`src/rtl/digi_pkg.sv`:
```
package digi_pkg;
  // Strobes from the frame sequencer to the datapath, each one system clock wide.
  typedef struct packed {
    logic startFrame;
    logic ctrlShift;
    logic ctrlLast;
    logic powerUp;
    logic holdStart;
    logic fallAny;
    logic shiftOut;
    logic convEnd;
    logic abortFrame;
  } strobe_t;
endpackage

```
`src/rtl/digi_ctrl.sv`:
```
module digi_ctrl
  import digi_pkg::*;
#(
  parameter int CTRL_W     = 8,
  parameter int SAMPLE_W   = 12,
  parameter int TRAIL_CLKS = 4,
  parameter int PWRUP_FALL = 4
) (
  input  logic    clk,
  input  logic    rstN,
  input  logic    csN,
  input  logic    dclk,
  input  logic    din,
  output strobe_t st
);
  localparam int FRAME_LEN = CTRL_W + SAMPLE_W + TRAIL_CLKS;
  localparam int CNT_W     = $clog2(FRAME_LEN + 1);
  localparam logic [CNT_W-1:0] PWR_N   = CNT_W'(PWRUP_FALL);
  localparam logic [CNT_W-1:0] HOLD_N  = CNT_W'(CTRL_W);
  localparam logic [CNT_W-1:0] LASTC_N = CNT_W'(CTRL_W - 1);
  localparam logic [CNT_W-1:0] END_N   = CNT_W'(CTRL_W + SAMPLE_W);
  localparam logic [CNT_W-1:0] FRAME_N = CNT_W'(FRAME_LEN);

  logic             dclkQ;
  logic             inFrame;
  logic [CNT_W-1:0] fallCnt;
  logic [CNT_W-1:0] nextFall;
  logic             riseEdge, fallEdge, frameFall;

  assign riseEdge  = dclk & ~dclkQ;
  assign fallEdge  = ~dclk & dclkQ;
  assign nextFall  = fallCnt + CNT_W'(1);
  assign frameFall = fallEdge & ~csN & inFrame;

  always_comb begin
    st            = '0;
    st.abortFrame = csN & inFrame;
    st.startFrame = riseEdge & ~csN & ~inFrame & din;
    st.ctrlShift  = riseEdge & ~csN & inFrame & (fallCnt != '0) & (fallCnt <= LASTC_N);
    st.ctrlLast   = st.ctrlShift & (fallCnt == LASTC_N);
    st.fallAny    = fallEdge;
    st.powerUp    = frameFall & (nextFall == PWR_N);
    st.holdStart  = frameFall & (nextFall == HOLD_N);
    st.shiftOut   = frameFall & (nextFall > HOLD_N);
    st.convEnd    = frameFall & (nextFall == END_N);
  end

  always_ff @(posedge clk) begin
    if (!rstN) begin
      dclkQ   <= 1'b0;
      inFrame <= 1'b0;
      fallCnt <= '0;
    end else begin
      dclkQ <= dclk;
      if (csN) begin
        inFrame <= 1'b0;
      end else if (st.startFrame) begin
        inFrame <= 1'b1;
        fallCnt <= '0;
      end else if (frameFall) begin
        fallCnt <= nextFall;
        if (nextFall == FRAME_N) inFrame <= 1'b0;
      end
    end
  end

  // a high chip select closes any open frame by the next cycle
  assert_abort_closes_R12: assert property (@(posedge clk) disable iff (!rstN)
    csN |=> !inFrame);

  // an open frame never counts past its last falling edge
  assert_count_bound_R5: assert property (@(posedge clk) disable iff (!rstN)
    inFrame |-> (fallCnt < FRAME_N));
endmodule

```
`src/rtl/digi_dp.sv`:
```
module digi_dp
  import digi_pkg::*;
#(
  parameter int SAMPLE_W = 12
) (
  input  logic                clk,
  input  logic                rstN,
  input  strobe_t             st,
  input  logic                din,
  input  logic [SAMPLE_W-1:0] sample,
  output logic                doutQ,
  output logic                busyQ,
  output logic                activeQ,
  output logic [1:0]          pdCode
);
  logic                prevBit;
  logic [1:0]          pdPending;
  logic [SAMPLE_W-1:0] outSr;

  always_ff @(posedge clk) begin
    if (!rstN) begin
      prevBit   <= 1'b0;
      pdPending <= 2'b00;
      pdCode    <= 2'b00;
      activeQ   <= 1'b0;
      busyQ     <= 1'b0;
      doutQ     <= 1'b0;
      outSr     <= '0;
    end else begin
      if (st.ctrlShift) prevBit <= din;
      if (st.ctrlLast) pdPending <= {prevBit, din};

      if (st.holdStart) busyQ <= 1'b1;
      else if (st.fallAny || st.abortFrame) busyQ <= 1'b0;

      if (st.startFrame) doutQ <= 1'b0;
      if (st.holdStart) begin
        outSr <= sample;
      end else if (st.shiftOut) begin
        doutQ <= outSr[SAMPLE_W-1];
        outSr <= {outSr[SAMPLE_W-2:0], 1'b0};
      end

      if (st.powerUp) activeQ <= 1'b1;
      else if (st.convEnd) activeQ <= pdPending[1];
      if (st.convEnd) pdCode <= pdPending;
    end
  end

  // the core only wakes on the power-up falling edge
  assert_wake_on_edge_R6: assert property (@(posedge clk) disable iff (!rstN)
    $rose(activeQ) |-> $past(st.powerUp));

  // the applied power code only moves at the end of a conversion
  assert_code_hold_R8: assert property (@(posedge clk) disable iff (!rstN)
    !st.convEnd |=> $stable(pdCode));

  // busy only rises at the hold point
  assert_busy_at_hold_R3: assert property (@(posedge clk) disable iff (!rstN)
    $rose(busyQ) |-> $past(st.holdStart));
endmodule

```
`src/rtl/digitizer_serial_slave.sv`:
```
module digitizer_serial_slave
  import digi_pkg::*;
#(
  parameter int CTRL_W     = 8,
  parameter int SAMPLE_W   = 12,
  parameter int TRAIL_CLKS = 4,
  parameter int PWRUP_FALL = 4
) (
  input  logic                clk,
  input  logic                rstN,
  input  logic                csN,
  input  logic                dclk,
  input  logic                din,
  input  logic [SAMPLE_W-1:0] sample,
  output logic                dout,
  output logic                busy,
  output logic                outEn,
  output logic                penIrqEn,
  output logic                yMinusOn,
  output logic                coreActive
);
  strobe_t    stb;
  logic       doutQ, busyQ, activeQ;
  logic [1:0] pdCode;

  digi_ctrl #(
    .CTRL_W(CTRL_W), .SAMPLE_W(SAMPLE_W),
    .TRAIL_CLKS(TRAIL_CLKS), .PWRUP_FALL(PWRUP_FALL)
  ) u_ctrl (
    .clk(clk), .rstN(rstN), .csN(csN), .dclk(dclk), .din(din), .st(stb)
  );

  digi_dp #(.SAMPLE_W(SAMPLE_W)) u_dp (
    .clk(clk), .rstN(rstN), .st(stb), .din(din), .sample(sample),
    .doutQ(doutQ), .busyQ(busyQ), .activeQ(activeQ), .pdCode(pdCode)
  );

  assign outEn      = ~csN;
  assign dout       = outEn & doutQ;
  assign busy       = outEn & busyQ;
  assign coreActive = activeQ;
  assign penIrqEn   = ~pdCode[0];
  assign yMinusOn   = ~activeQ & (pdCode == 2'b00);

  // an always-on code never leaves the core down
  assert_always_on_R7: assert property (@(posedge clk) disable iff (!rstN)
    pdCode[1] |-> coreActive);

  // the pen interrupt enable changes only when a conversion ends
  assert_pen_moves_at_end_R9: assert property (@(posedge clk) disable iff (!rstN)
    !$stable(penIrqEn) |-> $past(stb.convEnd));
endmodule

```
`config.mk`:
```
export PLATFORM = sky130hd
export DESIGN_NAME = digitizer_serial_slave
export DESIGN_NICKNAME = d
export VERILOG_FILES = /design/src/rtl/digi_pkg.sv /design/src/rtl/digi_ctrl.sv /design/src/rtl/digi_dp.sv /design/src/rtl/digitizer_serial_slave.sv
export SDC_FILE = /design/constraint.sdc
export NUM_CORES = 1
export LEC_CHECK = 0
export CAP_MARGIN = 20
export CORE_MARGIN = 1
export CORE_UTILIZATION = 44
export CTS_CLUSTER_DIAMETER = 80
export CTS_CLUSTER_SIZE = 12
export DETAILED_ROUTE_END_ITERATION = 10
export PLACE_DENSITY = 0.73
export SYNTH_ARGS = -nofsm -noshare
export SYNTH_HDL_FRONTEND = slang
export SYNTH_HIERARCHICAL = 1
export SYNTH_SLANG_ARGS = --single-unit
```
`constraint.sdc`:
```
create_clock -name clk -period 3.4 [get_ports clk]
set_input_delay 0.34 -clock clk [delete_from_list [all_inputs] [get_ports clk]]
set_output_delay 0.34 -clock clk [all_outputs]
set_load 0.005 [all_outputs]
```
==> results of run 1 <==
==> area by class of cell <==
class,instances,area share [%]
multi-input cells,107,47.5
flip-flops and latches,27,32.7
repair buffers,22,13.3
well taps,44,3.33
clock buffers,4,1.59
inverters,7,1.59
==> worst paths after layout <==
kind                                                startpoint                   endpoint  slack [ps]  depth (start not counted)
worst max-delay path            u_ctrl/fallCnt[1]$_SDFFE_PN0P_      u_dp/doutQ$_SDFF_PN0_        1050                          7
worst min-delay path                 u_dp/prevBit$_SDFFE_PN0P_  u_dp/prevBit$_SDFFE_PN0P_         540                          2
worst max register to register  u_ctrl/fallCnt[1]$_SDFFE_PN0P_      u_dp/doutQ$_SDFF_PN0_        1050                          7
worst min register to register       u_dp/prevBit$_SDFFE_PN0P_  u_dp/prevBit$_SDFFE_PN0P_         540                          2
==> worst max-delay path: stages (launching register included) <==
cell	delay [ps]
sky130_fd_sc_hd__dfxtp_1	460
sky130_fd_sc_hd__ha_1	360
sky130_fd_sc_hd__nand3_2	160
sky130_fd_sc_hd__xnor2_4	180
sky130_fd_sc_hd__nor3_1	420
sky130_fd_sc_hd__inv_2	260
sky130_fd_sc_hd__and3_2	240
sky130_fd_sc_hd__o21a_1	180
==> cells by family after synthesis <==
kind of cell | count (synthesis) | synth area share (%)
XOR/XNOR | 4 | 4.29
AND/OR/NAND/NOR | 41 | 18.9
buffers and inverters | 17 | 7.18
flip-flops | 27 | 37.8
adder cells (fa/ha/maj) | 3 | 2.63
AO/OA/AOI/OAI | 42 | 17.2
multiplexers | 17 | 12.0
==> layout by cell type (no fill, tap or decap), types with 2 or more instances in the layout <==
cell and n:
sky130_fd_sc_hd__a21oi_1 16, sky130_fd_sc_hd__a22oi_1 2, sky130_fd_sc_hd__and2_1 3, sky130_fd_sc_hd__clkbuf_4 3, sky130_fd_sc_hd__clkdlybuf4s50_1 22, sky130_fd_sc_hd__dfxtp_1 27
sky130_fd_sc_hd__ha_1 3, sky130_fd_sc_hd__inv_1 5, sky130_fd_sc_hd__inv_2 2, sky130_fd_sc_hd__mux2i_1 16, sky130_fd_sc_hd__nand2_1 4, sky130_fd_sc_hd__nand3_2 2
sky130_fd_sc_hd__nand3b_1 2, sky130_fd_sc_hd__nor2_1 5, sky130_fd_sc_hd__nor2b_1 11, sky130_fd_sc_hd__nor2b_2 2, sky130_fd_sc_hd__o211a_1 2, sky130_fd_sc_hd__o21a_1 3
sky130_fd_sc_hd__o21ai_0 10, sky130_fd_sc_hd__o21ai_1 5
==> through the flow <==
step	util [%]	setup slack [ps]	cell area (um^2)	hold WS [ps]
after detailed placement	52.9	769	1630	510
after floorplan	-	1440	1430	462
after global routing	53.7	781	1650	560
final	53.7	1050	1650	536
after CTS	53.7	1050	1650	538
after global placement	52.9	815	1630	500
==> layer usage <==
layer	wire length (um)	global-route usage (%)	vias up
li1	-	-	556
met1	1180	19.8	479
met2	1200	28.2	19
met3	90	2.18	2
met4	23	7.14	0
met5	0	0	-
==> state kept, by name, summed over array words and instances (netlist names) <==
| register | count |
|---|---|
| u_dp/busyQ | 1 |
| u_dp/prevBit | 1 |
| u_dp/pdCode | 2 |
| u_dp/doutQ | 1 |
| u_ctrl/dclkQ | 1 |
| u_dp/outSr | 12 |
| u_ctrl/fallCnt | 5 |
| u_ctrl/inFrame | 1 |
| u_dp/activeQ | 1 |
| u_dp/pdPending | 2 |
==> power groups by stage <==
stage | clock network [uW] | registers, uW | logic, uW
floorplan | 0 | 325 | 12.3
global placement | 0 | 325 | 35.6
detailed placement | 0 | 325 | 36.3
CTS | 143 | 318 | 36.5
global route | 161 | 319 | 39.5
finish | 137 | 318 | 36.0
==> results.md, run 1 <==
- The hold violation total from the final report is 0.
- In this run the deepest clock path goes through 2 buffers.
- The worst path needs between 2000 and 2500 ps of the cycle, external delays included.
- The overflow left after global routing is 0.
- In the final layout, flip-flops and latches occupy 541 um^2.
- The average vias per placed instance is 5.00.
- In the post-synthesis netlist, the cell with the most instances is sky130_fd_sc_hd__dfxtp_1.
- Of all nets on the critical path, the largest fanout is 24.
- IR analysis of the VDD net gives a maximum drop of approximately 0.16 mV.
- The die covers roughly 3500 um^2.
- The first TritonRoute pass finished after 4 iterations.
- The total of max-cap violations is 0.
- The number of antenna violations at the first check in global routing is 0.
- Data on the critical path is required at its endpoint by 3630 ps.
- The number of gates resized after CTS is 0.
- The H-tree depth reported by CTS is 1.
- The number of different library cells used by synthesis comes to between 40 and 50.
- The number of synthesized register bits is 27.
- Setup repair after global routing left no endpoint under its margin.
- The clock network burns between 20% and 30% of the power.
- The final-layout setup total negative slack is 0 ps.
- TritonCTS built the clock tree.
- The count of hold-fix buffers inserted at cts is 0.
- The global placement routability congestion is approximately 0.8.
- The worst hold path belongs to the class register to register.
- Of the total power, the share spent switching nets is 21.3%.
- The via count of the first global-routing pass is roughly 1,000.
- The diode insertion count for antenna repair is 0.
- The number of flops mapped to enable cells by yosys is 0.
- The endpoint kind of the worst setup timing path is a register.
- For this block, the initial DRC count from the detailed router was 30.
- The clock input transition at the sequential cells of the worst setup and hold paths is 140 ps.
- For this design the ratio of total power to cell area is just under 300 nW/um^2.
- STA classifies the critical path startpoint as a register.
- At the end of the flow, the number of nets in the layout was ~190.
- The detailed router placed between 1,000 and 1,500 vias in this run.
- The final antenna-violating net count is 0.
- The share of synthesized area in the top cell type comes to a little under two fifths.
- For this run, the number of Yosys warnings is 6.
- The switching power is about 100 uW.
- The internal portion of the total power is approximately 390 uW.
- Counting instances in the post-synthesis netlist gives the leading cell types as 27 x sky130_fd_sc_hd__dfxtp_1, 16 x sky130_fd_sc_hd__a21oi_1, 16 x sky130_fd_sc_hd__mux2i_1.
- Dividing the synthesized area by the synthesized cell count gives roughly 9.5 um^2.
- After detailed routing, the number of remaining DRC violations is 0.
- For this design the static power due to leakage is approximately 0.00055 uW.
- The most used flip-flop cell after synthesis is sky130_fd_sc_hd__dfxtp_1.
- The clock tree root driver cell is sky130_fd_sc_hd__clkbuf_4.
- The relative slew slack is between 50% and 60%.
- The area used by multi-input combinational logic is approximately 790 um^2.
- After floorplanning, the core was divided into 20 placement rows.
- The final-report max-slew violation count is 0.
- The maximum achievable frequency is ~430 MHz.
- Combinational cells account for 7.3% of the total power.
- After detailed placement, the design holds a cell count of just over 200.
- The run finished with clean final reports.
- The share of total power dissipated in sequential elements is 64.8%.
- The final HPWL from detailed placement is about 1900 um.
- The wire length per cell after detailed routing is about 12 um.
- In this run the standard cell core region covers slightly above 3000 um^2.
- The largest area contributor in the netlist is sky130_fd_sc_hd__dfxtp_1.
- The share of flip-flops with an asynchronous set or reset after synthesis is 0%.
- Counting every sink on the clock net gives 27.
- The overall global routing resource usage is roughly 16%.
- The slew at the pin closest to its max-slew limit is 736 ps.
- In this run the tool buffered the top-level ports with 22 buffer cells.
- For this run, the number of standard cells in the final layout without fillers is approximately 210.
- The first-pass GRT wire length is around 4200 um.
- Counting every instance in the synthesized netlist gives between 150 and 200.
- Sequential elements use 37.8% of the synthesized area.
- The number of top-level pins is 23.
- Synthesis produced a netlist with a net count of about 170.
- In this run the cell area of the synthesized design comes to 1430 um^2.
- After layout, the worst path uses approximately 69% of the clock period.
- After clock tree synthesis, the setup repair step added 0 buffers.
- The kind of critical path is register to register.
- Counting the fill cells in the layout gives 304.
- After layout, the design draws a total of 491 uW.
- Setup violations remaining at the end of the flow were counted as 0.
- The later pin in the worst-skew pair is clocked with a latency of 320 ps.
- The initial cell density of the core is 46.4%.
- The wire length after detailed routing is 2500 um.
- Compared with the post-synthesis result, the final layout area differs by 15.8%.
- The overall die height is approximately 59 um.
- The data arrival time of the critical path is 2580 ps.
- The share of layout cells above drive strength 1 is roughly a tenth.
- The number of clock buffers added by TritonCTS is 3.
- The setup skew after layout is 9.10 ps.
- Ranked by total cell area, the synthesized netlist is headed by sky130_fd_sc_hd__dfxtp_1 38%, sky130_fd_sc_hd__mux2i_1 11%, sky130_fd_sc_hd__a21oi_1 5.6%.
- The maximum number of pins on one net before global-route repair is 28.
- The width of the chip is around 59 um.
(Power assumes the default switching activity.)
==> run 2, diff against run 1 <==
==> constraint.sdc (replaced) <==
create_clock -name clk -period 2.4 [get_ports clk]
set_input_delay 0.24 -clock clk [delete_from_list [all_inputs] [get_ports clk]]
set_output_delay 0.24 -clock clk [all_outputs]
set_load 0.005 [all_outputs]
==> results.md, run 2 (synthesized netlist as in run 1, its figures left out) <==
- The share of the clock period used by the worst path after layout was 87.7% (was 69.1%).
- The clock tree root driver cell is sky130_fd_sc_hd__clkbuf_4 (unchanged).
- The post-CTS setup repair buffer count is 0 (unchanged).
- The ratio of total power to cell area is 417 nW/um^2 (was 297 nW/um^2).
- The count of filler cells inserted in the layout was 307 (was 304).
- The CTS tree is built (unchanged).
- RSZ-0062 raised after global routing: false (unchanged).
- The hold slack came to 497 ps (was 536 ps).
- The maximum number of pins on one net before global-route repair was 28 (unchanged).
- The final antenna-violating net count is 0 (unchanged).
- The maximum achievable frequency is 475 MHz (was 425 MHz).
- The largest register by flop count is u_dp/outSr (unchanged).
- The overall global routing resource usage is 16.9% (was 16.2%).
- The final non-filler cell total is 215 (was 211).
- The hold violation total from the final report is 0 (unchanged).
- The final HPWL from detailed placement is 1910 um (was 1890 um).
- The overall die height is 59.0 um (unchanged).
- The worst-skew pair later-pin latency is 320 ps (about the same).
- The final worst slack is 294 ps (was 1050 ps).
- The final-layout setup total negative slack is 0 ps (unchanged).
- The number of iterations in the first detailed-routing pass came to 4 (unchanged).
- The overflow left after global routing was 0 (unchanged).
- The port buffer count came to 22 (unchanged).
- The number of antenna violations at the first check in global routing is 0 (unchanged).
- The final period demand of the worst path is 2110 ps (was 2350 ps).
- The initial detailed-routing violation count is 42 (was 30).
- The buffer depth of the longest clock path was 2 (unchanged).
- The wire length per cell after detailed routing was 11.8 um (about the same).
- The width of the chip is 59.0 um (unchanged).
- The initial cell density of the core was 46.4% (unchanged).
- Status: finished, final reports clean (unchanged).
- The number of clock sinks seen by CTS is 27 (unchanged).
- The via count of the first global-routing pass is 1,041 (was 1,002).
- The type of element launching the critical path is a register (unchanged).
- The endpoint kind of the worst setup timing path is a register (unchanged).
- The largest fanout on the critical path is 22 (was 24).
- The area of the die was 3480 um^2 (unchanged).
- The wire length after detailed routing is 2540 um (was 2500 um).
- The diode insertion count for antenna repair is 0 (unchanged).
- The H-tree depth reported by CTS is 1 (unchanged).
- The class of the tightest hold or removal check is primary input to register (was register to register).
- The total via count after detailed routing is 1,080 (was 1,056).
- The remaining design rule violation count was 0 (unchanged).
- The slew at the pin closest to its max-slew limit is 766 ps (was 736 ps).
- The number of rows in the core area came to 20 (unchanged).
- The flip-flop count of the largest register, all copies and words added is 12 (unchanged).
- The count of hold-fix buffers inserted at cts is 0 (unchanged).
- The area growth from synthesis to final layout is 18.1% (was 15.8%).
- The setup skew after layout is 3.68 ps (was 9.10 ps).
- The relative slew slack is 48.8% (was 50.8%).
- The kind of critical path is register to register (unchanged).
- The number of buffers inserted during clock tree synthesis was 3 (unchanged).
- The global placement routability congestion is 0.788 (was 0.798).
- The number of top-level pins was 23 (unchanged).
- The total of max-cap violations is 0 (unchanged).
- Largest registers: u_dp/outSr: 12 flops, u_ctrl/fallCnt: 5 flops (unchanged).
- The share of layout cells above drive strength 1 is 12.3% (was 9.58%).
- The reported leakage power is 0.000573 uW (was 0.000555 uW).
- The maximum ir drop on the vdd rail came to 0.220 mV (was 0.160 mV).
- The first-pass GRT wire length came to 4370 um (was 4220 um).
- The number of gates resized after CTS came to 0 (unchanged).
- The average vias per placed instance is 5.02 (was 5.00).
- The final number of setup-violating endpoints is 0 (unchanged).
- The clock input transition at the sequential cells of the worst setup and hold paths is 150 ps (was 140 ps).
- Most frequent cells in the layout: 27 x sky130_fd_sc_hd__dfxtp_1, 22 x sky130_fd_sc_hd__clkdlybuf4s50_1, 16 x sky130_fd_sc_hd__a21oi_1, 16 x sky130_fd_sc_hd__mux2i_1, 11 x sky130_fd_sc_hd__nor2b_1 (unchanged).
- The post-route total power is 703 uW (was 491 uW).
- The final-stage net count came to 192 (was 188).
- The post-placement cell count is 211 (was 207).
- The worst-case setup slack after placement is 191 ps (was 769 ps).
- The core area is 3080 um^2 (unchanged).
- The required arrival time at the worst endpoint is 2630 ps (was 3630 ps).
- The final-report max-slew violation count is 0 (unchanged).
- The most common cell after layout, fill and taps aside is sky130_fd_sc_hd__dfxtp_1 (unchanged).
- The data arrival time of the critical path is 2330 ps (was 2580 ps).
==> run 2: cell count changes in the layout (fill, tap and decap cells not counted), sizes merged <==
cell | before | now
buf | 0 | 4
clkinvlp | 0 | 1
clkbuf | 4 | 3
==> run 2: worst paths after layout <==
kind,from,depth (start not counted),slack (ps),to
setup reg to reg,u_ctrl/fallCnt[1]$_SDFFE_PN0P_,8,290,u_dp/outSr[7]$_SDFFE_PN0P_
hold / removal,sample[6],3,500,u_dp/outSr[6]$_SDFFE_PN0P_
hold reg to reg,u_dp/busyQ$_SDFFE_PN0P_,2,540,u_dp/busyQ$_SDFFE_PN0P_
setup / recovery,u_ctrl/fallCnt[1]$_SDFFE_PN0P_,8,290,u_dp/outSr[7]$_SDFFE_PN0P_
==> run 2: report_power, final <==
group	total, uW	switching (uW)	internal (uW)
Combinational	52.1	18.0	34.1
Clock	200	136	63.7
Sequential	451	1.44	450
==> run 2: area by class of cell <==
type | count | area [um^2] | area share (%)
Clock buffer | 3 | 22.5 | 1.33
Clock inverter | 1 | 7.51 | 0.445
Inverter | 7 | 26.3 | 1.56
Multi-Input combinational cell | 107 | 786 | 46.6
Sequential cell | 27 | 541 | 32.0
Tap cell | 44 | 55.1 | 3.26
Timing Repair Buffer | 26 | 250 | 14.8
==> run 2: layer usage <==
metal  GRT usage, %  part of all wire [%]  vias to the layer above  routed length [um]
met4           9.18                   1.2                        0                  30
met1           19.5                    45                      492                1130
li1               -                     -                      565                   -
met2           29.1                    50                       21                1260
met5              0                     0                        -                   0
met3           3.93                   4.4                        2                 111
==> run 2: through the flow <==
step | cell area (um^2) | utilization, %
after global routing | 1690 | 54.8
after CTS | 1690 | 54.8
final | 1690 | 54.8
after detailed placement | 1660 | 53.9
after floorplan | 1430 | -
after global placement | 1660 | 53.9
==> run 2: critical path, stage by stage (launching register included) <==
cell,delay [ps]
sky130_fd_sc_hd__dfxtp_1,470
sky130_fd_sc_hd__ha_1,360
sky130_fd_sc_hd__nand3_2,160
sky130_fd_sc_hd__xnor2_4,180
sky130_fd_sc_hd__nor3_1,300
sky130_fd_sc_hd__inv_2,80
sky130_fd_sc_hd__buf_4,210
sky130_fd_sc_hd__o21ai_0,190
sky130_fd_sc_hd__a21oi_1,60
